### config.mk
export PLATFORM = sky130hd
export DESIGN_NAME = i2c_target_core
export DESIGN_NICKNAME = d
export VERILOG_FILES = /design/src/rtl/i2ct_pkg.sv /design/src/rtl/i2ct_line_sense.sv /design/src/rtl/i2ct_regs.sv /design/src/rtl/i2ct_engine.sv /design/src/rtl/i2c_target_core.sv
export SDC_FILE = /design/constraint.sdc
export NUM_CORES = 1
export LEC_CHECK = 0
export BUFFER_PORTS_ARGS = -buffer_cell sky130_fd_sc_hd__buf_2
export CAP_MARGIN = 20
export CORE_ASPECT_RATIO = 0.5
export CORE_MARGIN = 5
export CORE_UTILIZATION = 50
export CTS_BUF_LIST = sky130_fd_sc_hd__clkbuf_4
export DETAILED_ROUTE_END_ITERATION = 6
export HOLD_SLACK_MARGIN = 0.05
export PLACE_DENSITY_LB_ADDON = 0.05
export SYNTH_ARGS = -nofsm -noshare
export SYNTH_HDL_FRONTEND = slang
export SYNTH_SLANG_ARGS = --single-unit
### constraint.sdc
create_clock -name clk -period 5.5 [get_ports clk]
set_clock_uncertainty 0.15 [all_clocks]
set_input_delay 1.65 -clock clk [delete_from_list [all_inputs] [get_ports clk]]
set_output_delay 1.65 -clock clk [all_outputs]
set_load 0.02 [all_outputs]
### src/rtl/i2ct_pkg.sv
package i2ct_pkg;
  localparam int BYTE_W = 8;

  localparam int CB_EN   = 6;
  localparam int CB_FLAG = 3;
  localparam int CB_ACK  = 2;

  localparam logic [BYTE_W-1:0] SC_SEL_WR  = 8'h60;
  localparam logic [BYTE_W-1:0] SC_SEL_GC  = 8'h70;
  localparam logic [BYTE_W-1:0] SC_RX_OWN  = 8'h80;
  localparam logic [BYTE_W-1:0] SC_RX_GC   = 8'h90;
  localparam logic [BYTE_W-1:0] SC_END     = 8'hA0;
  localparam logic [BYTE_W-1:0] SC_SEL_RD  = 8'hA8;
  localparam logic [BYTE_W-1:0] SC_TX_ACK  = 8'hB8;
  localparam logic [BYTE_W-1:0] SC_TX_NACK = 8'hC0;
  localparam logic [BYTE_W-1:0] SC_TX_LAST = 8'hC8;
  localparam logic [BYTE_W-1:0] SC_NONE    = 8'hF8;

  typedef enum logic [2:0] {
    ST_IDLE, ST_ADDR, ST_AACK, ST_RX, ST_RACK, ST_TX, ST_TACK, ST_WAIT
  } eng_state_t;
endpackage

### src/rtl/i2ct_line_sense.sv
module i2ct_line_sense #(
  parameter int STAGES = 2
) (
  input  logic clk,
  input  logic rst_n,
  input  logic scl_i,
  input  logic sda_i,
  output logic sda_lvl,
  output logic ev_rise,
  output logic ev_fall,
  output logic ev_start,
  output logic ev_stop
);
  logic [STAGES-1:0] scl_sh, sda_sh;
  logic scl_p, sda_p, scl_lvl;

  always_ff @(posedge clk or negedge rst_n) begin
    if (!rst_n) begin
      scl_sh <= '1;
      sda_sh <= '1;
      scl_p  <= 1'b1;
      sda_p  <= 1'b1;
    end else begin
      scl_sh <= {scl_sh[STAGES-2:0], scl_i};
      sda_sh <= {sda_sh[STAGES-2:0], sda_i};
      scl_p  <= scl_lvl;
      sda_p  <= sda_lvl;
    end
  end

  assign scl_lvl  = scl_sh[STAGES-1];
  assign sda_lvl  = sda_sh[STAGES-1];
  assign ev_rise  = scl_lvl & ~scl_p;
  assign ev_fall  = ~scl_lvl & scl_p;
  assign ev_start = scl_lvl & scl_p & sda_p & ~sda_lvl;
  assign ev_stop  = scl_lvl & scl_p & ~sda_p & sda_lvl;
endmodule

### src/rtl/i2ct_regs.sv
module i2ct_regs
  import i2ct_pkg::*;
(
  input  logic              clk,
  input  logic              rst_n,
  input  logic              we,
  input  logic [1:0]        addr,
  input  logic [BYTE_W-1:0] wdata,
  input  logic              rx_we,
  input  logic [BYTE_W-1:0] rx_byte,
  input  logic              flag,
  input  logic [BYTE_W-1:0] status,
  output logic [BYTE_W-1:0] rdata,
  output logic              en,
  output logic              ack_en,
  output logic [BYTE_W-1:0] own_addr,
  output logic [BYTE_W-1:0] data_q,
  output logic              flag_clr
);
  logic en_n, ack_n;
  logic [BYTE_W-1:0] data_n, own_n, ctrl_view;
  logic wr_set, wr_clr;

  assign wr_set   = we && (addr == 2'd0);
  assign wr_clr   = we && (addr == 2'd1);
  assign flag_clr = wr_clr && wdata[CB_FLAG];

  always_comb begin
    en_n   = en;
    ack_n  = ack_en;
    data_n = data_q;
    own_n  = own_addr;
    if (wr_set) begin
      en_n  = en | wdata[CB_EN];
      ack_n = ack_en | wdata[CB_ACK];
    end
    if (wr_clr) begin
      en_n  = en & ~wdata[CB_EN];
      ack_n = ack_en & ~wdata[CB_ACK];
    end
    if (rx_we)
      data_n = rx_byte;
    else if (we && addr == 2'd2)
      data_n = wdata;
    if (we && addr == 2'd3)
      own_n = wdata;
  end

  always_ff @(posedge clk or negedge rst_n) begin
    if (!rst_n) begin
      en       <= 1'b0;
      ack_en   <= 1'b0;
      data_q   <= '0;
      own_addr <= '0;
    end else begin
      en       <= en_n;
      ack_en   <= ack_n;
      data_q   <= data_n;
      own_addr <= own_n;
    end
  end

  always_comb begin
    ctrl_view          = '0;
    ctrl_view[CB_EN]   = en;
    ctrl_view[CB_FLAG] = flag;
    ctrl_view[CB_ACK]  = ack_en;
    unique case (addr)
      2'd0:    rdata = ctrl_view;
      2'd1:    rdata = status;
      2'd2:    rdata = data_q;
      default: rdata = own_addr;
    endcase
  end


  rx_gate_chk: assert property (@(posedge clk) disable iff (!rst_n)
    rx_we |-> ack_en);
endmodule

### src/rtl/i2ct_engine.sv
module i2ct_engine
  import i2ct_pkg::*;
(
  input  logic              clk,
  input  logic              rst_n,
  input  logic              en,
  input  logic              ack_en,
  input  logic [BYTE_W-1:0] own_addr,
  input  logic [BYTE_W-1:0] tx_byte,
  input  logic              flag_clr,
  input  logic              sda_lvl,
  input  logic              ev_rise,
  input  logic              ev_fall,
  input  logic              ev_start,
  input  logic              ev_stop,
  output logic              flag,
  output logic [BYTE_W-1:0] status,
  output logic              rx_we,
  output logic [BYTE_W-1:0] rx_byte,
  output logic              scl_oe,
  output logic              sda_oe
);
  localparam int CNT_W = $clog2(BYTE_W + 2);
  localparam logic [CNT_W-1:0] LAST_BIT = CNT_W'(BYTE_W);
  localparam logic [CNT_W-1:0] ACK_BIT  = CNT_W'(BYTE_W + 1);

  eng_state_t st_q, st_n;
  logic [CNT_W-1:0] cnt_q, cnt_n;
  logic [BYTE_W-1:0] sh_q, sh_n, code_q, code_n, set_code;
  logic gc_q, gc_n, rd_q, rd_n, fin_q, fin_n, mack_q, mack_n;
  logic flag_n, str_q, str_n, str_d_q, sdl_q, sdl_n;
  logic set_flag, set_str, addressed, hit_own, hit_gc;

  assign addressed = (st_q != ST_IDLE) && (st_q != ST_ADDR);
  assign hit_own   = sh_q[BYTE_W-1:1] == own_addr[BYTE_W-1:1];
  assign hit_gc    = (sh_q == '0) && own_addr[0];

  always_comb begin
    st_n = st_q;  cnt_n = cnt_q;  sh_n = sh_q;
    gc_n = gc_q;  rd_n = rd_q;    fin_n = fin_q;  mack_n = mack_q;
    sdl_n = sdl_q;
    rx_we = 1'b0; set_flag = 1'b0; set_str = 1'b0; set_code = code_q;
    if (!en) begin
      st_n  = ST_IDLE;
      sdl_n = 1'b0;
    end else if (ev_start || ev_stop) begin
      if (addressed) begin
        set_flag = 1'b1;
        set_code = SC_END;
      end
      st_n  = ev_start ? ST_ADDR : ST_IDLE;
      cnt_n = '0;
      sdl_n = 1'b0;
      fin_n = 1'b0;
    end else begin
      unique case (st_q)
        ST_ADDR, ST_RX: begin
          if (ev_rise) begin
            sh_n  = {sh_q[BYTE_W-2:0], sda_lvl};
            cnt_n = cnt_q + 1'b1;
          end else if (ev_fall && cnt_q == LAST_BIT) begin
            if (st_q == ST_ADDR && ack_en && (hit_own || hit_gc)) begin
              st_n  = ST_AACK;
              sdl_n = 1'b1;
              rd_n  = sh_q[0];
              gc_n  = !hit_own;
            end else if (st_q == ST_RX && ack_en) begin
              rx_we = 1'b1;
              st_n  = ST_RACK;
              sdl_n = 1'b1;
            end else begin
              st_n = ST_IDLE;
            end
          end
        end
        ST_AACK, ST_RACK: begin
          if (ev_rise) begin
            cnt_n = cnt_q + 1'b1;
          end else if (ev_fall && cnt_q == ACK_BIT) begin
            sdl_n    = 1'b0;
            set_flag = 1'b1;
            set_str  = 1'b1;
            fin_n    = 1'b0;
            st_n     = ST_WAIT;
            if (st_q == ST_RACK)  set_code = gc_q ? SC_RX_GC : SC_RX_OWN;
            else if (rd_q)        set_code = SC_SEL_RD;
            else                  set_code = gc_q ? SC_SEL_GC : SC_SEL_WR;
          end
        end
        ST_TX: begin
          if (ev_rise) begin
            cnt_n = cnt_q + 1'b1;
          end else if (ev_fall) begin
            if (cnt_q == LAST_BIT) begin
              sdl_n = 1'b0;
              st_n  = ST_TACK;
            end else begin
              sh_n  = sh_q << 1;
              sdl_n = !sh_q[BYTE_W-2];
            end
          end
        end
        ST_TACK: begin
          if (ev_rise) begin
            cnt_n  = cnt_q + 1'b1;
            mack_n = !sda_lvl;
          end else if (ev_fall && cnt_q == ACK_BIT) begin
            set_flag = 1'b1;
            set_str  = 1'b1;
            set_code = !mack_q ? SC_TX_NACK : (!ack_en ? SC_TX_LAST : SC_TX_ACK);
            fin_n    = !mack_q || !ack_en;
            st_n     = ST_WAIT;
          end
        end
        ST_WAIT: begin
          if (flag_clr && flag) begin
            cnt_n = '0;
            if (fin_q) begin
              st_n = ST_IDLE;
            end else if (rd_q) begin
              sh_n  = tx_byte;
              sdl_n = !tx_byte[BYTE_W-1];
              st_n  = ST_TX;
            end else begin
              st_n = ST_RX;
            end
          end
        end
        default: ;
      endcase
    end
  end

  always_comb begin
    flag_n = flag;
    str_n  = str_q;
    code_n = code_q;
    if (set_flag) begin
      flag_n = 1'b1;
      str_n  = set_str;
      code_n = set_code;
    end else if (flag_clr) begin
      flag_n = 1'b0;
      str_n  = 1'b0;
    end
  end

  always_ff @(posedge clk or negedge rst_n) begin
    if (!rst_n) begin
      st_q <= ST_IDLE;  cnt_q <= '0;  sh_q <= '0;  code_q <= SC_NONE;
      gc_q <= 1'b0;  rd_q <= 1'b0;  fin_q <= 1'b0;  mack_q <= 1'b0;
      flag <= 1'b0;  str_q <= 1'b0;  str_d_q <= 1'b0;  sdl_q <= 1'b0;
    end else begin
      st_q <= st_n;  cnt_q <= cnt_n;  sh_q <= sh_n;  code_q <= code_n;
      gc_q <= gc_n;  rd_q <= rd_n;  fin_q <= fin_n;  mack_q <= mack_n;
      flag <= flag_n;  str_q <= str_n;  str_d_q <= str_q;  sdl_q <= sdl_n;
    end
  end

  assign status  = flag ? code_q : SC_NONE;
  assign rx_byte = sh_q;
  assign scl_oe  = str_q | str_d_q;
  assign sda_oe  = sdl_q;


  wait_hold_chk: assert property (@(posedge clk) disable iff (!rst_n)
    (st_q == ST_WAIT && flag) |-> scl_oe);

  idle_quiet_chk: assert property (@(posedge clk) disable iff (!rst_n)
    (st_q == ST_IDLE) |-> !sda_oe);

  disable_chk: assert property (@(posedge clk) disable iff (!rst_n)
    !en |=> (st_q == ST_IDLE));
endmodule

### src/rtl/i2c_target_core.sv
module i2c_target_core
  import i2ct_pkg::*;
#(
  parameter int SYNC_STAGES = 2
) (
  input  logic        clk,
  input  logic        rst_n,
  input  logic        bus_we,
  input  logic [1:0]  bus_addr,
  input  logic [7:0]  bus_wdata,
  output logic [7:0]  bus_rdata,
  output logic        irq,
  input  logic        scl_i,
  input  logic        sda_i,
  output logic        scl_oe,
  output logic        sda_oe
);
  logic sda_lvl, ev_rise, ev_fall, ev_start, ev_stop;
  logic en, ack_en, flag_clr, rx_we;
  logic [BYTE_W-1:0] own_addr, data_q, status, rx_byte;

  i2ct_line_sense #(.STAGES(SYNC_STAGES)) u_sense (
    .clk(clk), .rst_n(rst_n), .scl_i(scl_i), .sda_i(sda_i),
    .sda_lvl(sda_lvl), .ev_rise(ev_rise), .ev_fall(ev_fall),
    .ev_start(ev_start), .ev_stop(ev_stop)
  );

  i2ct_regs u_regs (
    .clk(clk), .rst_n(rst_n), .we(bus_we), .addr(bus_addr), .wdata(bus_wdata),
    .rx_we(rx_we), .rx_byte(rx_byte), .flag(irq), .status(status),
    .rdata(bus_rdata), .en(en), .ack_en(ack_en), .own_addr(own_addr),
    .data_q(data_q), .flag_clr(flag_clr)
  );

  i2ct_engine u_engine (
    .clk(clk), .rst_n(rst_n), .en(en), .ack_en(ack_en), .own_addr(own_addr),
    .tx_byte(data_q), .flag_clr(flag_clr), .sda_lvl(sda_lvl),
    .ev_rise(ev_rise), .ev_fall(ev_fall), .ev_start(ev_start), .ev_stop(ev_stop),
    .flag(irq), .status(status), .rx_we(rx_we), .rx_byte(rx_byte),
    .scl_oe(scl_oe), .sda_oe(sda_oe)
  );


  flag_clear_chk: assert property (@(posedge clk) disable iff (!rst_n)
    $fell(irq) |-> $past(bus_we && bus_addr == 2'd1 && bus_wdata[CB_FLAG]));
endmodule

==> results.tsv <==
stage	metric	value	unit
status	outcome	complete, no violations	
drt	Vias/cell	5.95	
global_routing	Congestion Overflow GR	0	
place	I/O Buffers	25	
synthesis	Mapped Nets	311	
flow_run	max-cap violations	0	
drt	WL per Instance	18.8	um
die	die height	65.1	um
cts	clk_lat worst skew	400	ps
cts	cts hold-fix bufs	0	
synthesis	post-synthesis xor/xnor area fraction	2.31	%
sta	setup_tns	0	ps
cts	Clock Tree Root	clkbuf_4	
die	die area	7810	um2
global_routing	initial antenna violation count	0	
synthesis	Unique masters post-synth	60	
drt	post-route ant nets	0	
layout	area delta synth->final	8.42	%
layout	most frequent cells in the layout	41 x dfrtp_1, 40 x mux2_2, 27 x nand2_1, 25 x buf_2, 15 x nor2_1	
cts	CTS clk-pin slew, worst paths	150	ps
critical_path	worst path cell trace	buf_2 > clkinv_1 > nand2_1 > a21boi_0 > o21ai_0 > buf_2	
global_routing	GRT Total Usage	20.5	%
synthesis	EDFF count, synth	0	
cts	CTS buffer count	5	
die	initial core utilization	50.7	%
global_routing	vias in the first global route	2317	
synthesis	main combinational cell family by area after synthesis	simple AND/OR/NAND/NOR gates	
drt	Residual DRC	0	
die	Die X	120	um
pwr	Leakage	1.42	nW
critical_path	critical path buffer and inverter count	3	
synthesis	Compound-Gate Fraction of Synth Area	16.4	%
synthesis	synth warn	0	
sta	Worst Hold Slack	220	ps
cts	clock sinks	52	
sta	worst slew pin tran	762	ps
cts	CTS tree	yes	
critical_path	Worst path slowest cell	clkinv_1	
layout	ant diodes	0	
layout	layout cell share with drive strength beyond 1	29.8	%
cts	Clock Tree Buf Depth	2	
global_routing	first-pass GRT wire length	12500	um
critical_path	WS Path Type	input port to primary output	
place	GPL Wtd Cong	0.852	
synthesis	Async SR Flop Fraction	100	%
drt	DRT Pass-1 Iters	4	
layout	register area	1320	um2
sta	final worst-path cycle share	84.6	%
critical_path	CP required	3700	ps
synthesis	post-synthesis simple-gate area fraction	17.1	%
pwr	Peak VDD IR	0.142	mV
pwr	pwr dens	382	nW/um2
synthesis	sequential share of the synthesized area	43.4	%
sta	worst setup margin	848	ps
die	num rows	20	
synthesis	Avg Inst Size Synth	10.3	um2
critical_path	Most Frequent Cell on Critical Path	buf_2	
cts	post-CTS setup buffers	0	
sta	# setup viols final	0	
sta	fmax	215	MHz
critical_path	CP Max Fanout	9	
place	Place WS	905	ps
synthesis	synthesized flop and latch total	52	
synthesis	Synth Area in Adders	1.24	%
sta	minimum clock period	4650	ps
drt	drt total wl	7350	um
critical_path	Largest stage delay, worst path	270	ps
synthesis	synthesized area	3030	um2
layout	multi-input logic area	1620	um2
layout	# nets final	332	
drt	Vias	2332	
cts	CTS resizes	0	
die	IO Pins	26	
place	HPWL Detailed	5340	um
sta	Slew Viols, Final	0	
sta	Max-slew headroom	49.2	%
synthesis	main flop type after synthesis	dfrtp_1	
critical_path	Top delay family on crit path	buffers and inverters	
sta	RSZ-0062 raised after global routing	no	
global_routing	pin count of the biggest net entering global routing	31	
layout	leading cell type in the layout, fill and taps excluded	dfrtp_1	
critical_path	critical path launch point type	input port	
synthesis	post-synthesis mux area share	16.5	%
layout	final core utilization	54.9	%
hold_path	worst min path class	flop to flop	
cts	H-tree levels	2	
synthesis	Syn Inst Count	293	
critical_path	nature of the critical path endpoint	primary output	
die	Core ar.	5980	um2
drt	DRT iter0 DRCs	118	
layout	Fill cells	555	
sta	final hold violation count	0	
critical_path	WP data arrival	2850	ps
-- sequential cells by signal, indices dropped and copies added (netlist names), named ones only --
register          flops
u_engine.cnt_q        4
u_engine.code_q       5
u_engine.fin_q        1
u_engine.flag         1
u_engine.gc_q         1
u_engine.mack_q       1
u_engine.rd_q         1
u_engine.rx_byte      8
u_engine.sda_oe       1
u_engine.st_q         3
u_engine.str_d_q      1
u_engine.str_q        1
u_regs.data_q         8
u_regs.own_addr       8
u_sense.scl_p         1
u_sense.scl_sh        2
u_sense.sda_p         1
u_sense.sda_sh        2
-- through the flow --
step | std cells | cell area, um2 | total power [mW]
2_1_floorplan | 293 | 3030 | 0.905
3_3_place_gp | 384 | 3200 | 1.02
3_5_place_dp | 384 | 3200 | 1.03
4_1_cts | 392 | 3290 | 1.26
5_1_grt | 392 | 3290 | 1.35
6_report | 392 | 3290 | 1.25
-- routing by layer --
| metal | vias to the layer above | track usage, % | part of all wire, % |
|---|---|---|---|
| met5 | - | 0 | 0 |
| met4 | 0 | 4.42 | 0.52 |
| met3 | 5 | 4.80 | 4.3 |
| met2 | 40 | 31.4 | 44 |
| met1 | 1160 | 29.7 | 51 |
| li1 | 1127 | - | - |
-- power breakdown --
group | internal [mW] | total, mW | switching, mW | leakage [nW]
Clock | 0.0974 | 0.230 | 0.133 | 0.0454
Combinational | 0.194 | 0.420 | 0.226 | 0.747
Sequential | 0.470 | 0.604 | 0.134 | 0.632
-- cell usage after synthesis (2+ instances only) --
cell,count,area share (%)
clkbuf_1,6,0.74
ha_1,3,1.2
and2_1,5,1.0
o31ai_1,4,0.99
nor2_1,15,1.9
o221ai_1,6,1.7
o21ai_0,12,2.0
nand3_1,14,2.3
nand2_1,27,3.3
a21oi_1,11,1.8
a31oi_1,10,2.1
inv_1,8,0.99
o21a_1,2,0.50
xnor2_1,7,2.0
nand3b_1,4,0.99
nand4_1,5,1.0
mux2i_1,5,1.7
a21o_1,2,0.50
dfstp_2,11,9.5
mux2_2,40,15
dfrtp_1,41,34
nand2b_1,3,0.62
or2_2,2,0.41
buf_2,5,0.83
nor2b_1,8,1.7
o22ai_1,3,0.62
-- cells by family after synthesis --
| group | after synthesis |
|---|---|
| XOR/XNOR | 8 |
| buffers and inverters | 21 |
| AO/OA/AOI/OAI | 69 |
| adder cells (fa/ha/maj) | 3 |
| multiplexers | 45 |
| AND/OR/NAND/NOR | 95 |
| flip-flops | 52 |
-- layout make-up --
type / count / share of cell area (%)
Clock inverter: 3 / 1.45
Tap cell: 77 / 2.93
Sequential cell: 52 / 40.0
Inverter: 9 / 1.03
Multi-Input combinational cell: 220 / 49.4
Clock buffer: 5 / 1.14
Timing Repair Buffer: 26 / 4.04
-- worst reg2reg max path, cell delays in order (launching register included) --
cell and delay, ps:
dfrtp_1 670, nand3_1 620, a31oi_1 160, a2111oi_4 710, mux2_2 410
-- final timing paths --
path                       slack [ps]                               to                         start  depth (start not counted)
max in group asynchronous        3330          u_sense.sda_p$_DFF_PN1_                         rst_n                          2
min in group asynchronous        1060   u_regs.own_addr[4]$_DFFE_PN0P_                         rst_n                          1
max reg2reg                      2690  u_engine.rx_byte[6]$_DFFE_PN0P_  u_engine.st_q[2]$_DFFE_PN0P_                          4
min                               220      u_sense.scl_sh[1]$_DFF_PN1_   u_sense.scl_sh[0]$_DFF_PN1_                          0
min reg2reg                       220      u_sense.scl_sh[1]$_DFF_PN1_   u_sense.scl_sh[0]$_DFF_PN1_                          0
max                               850                     bus_rdata[3]                   bus_addr[1]                          6
No activity file was read; power rests on OpenSTA's default activity.
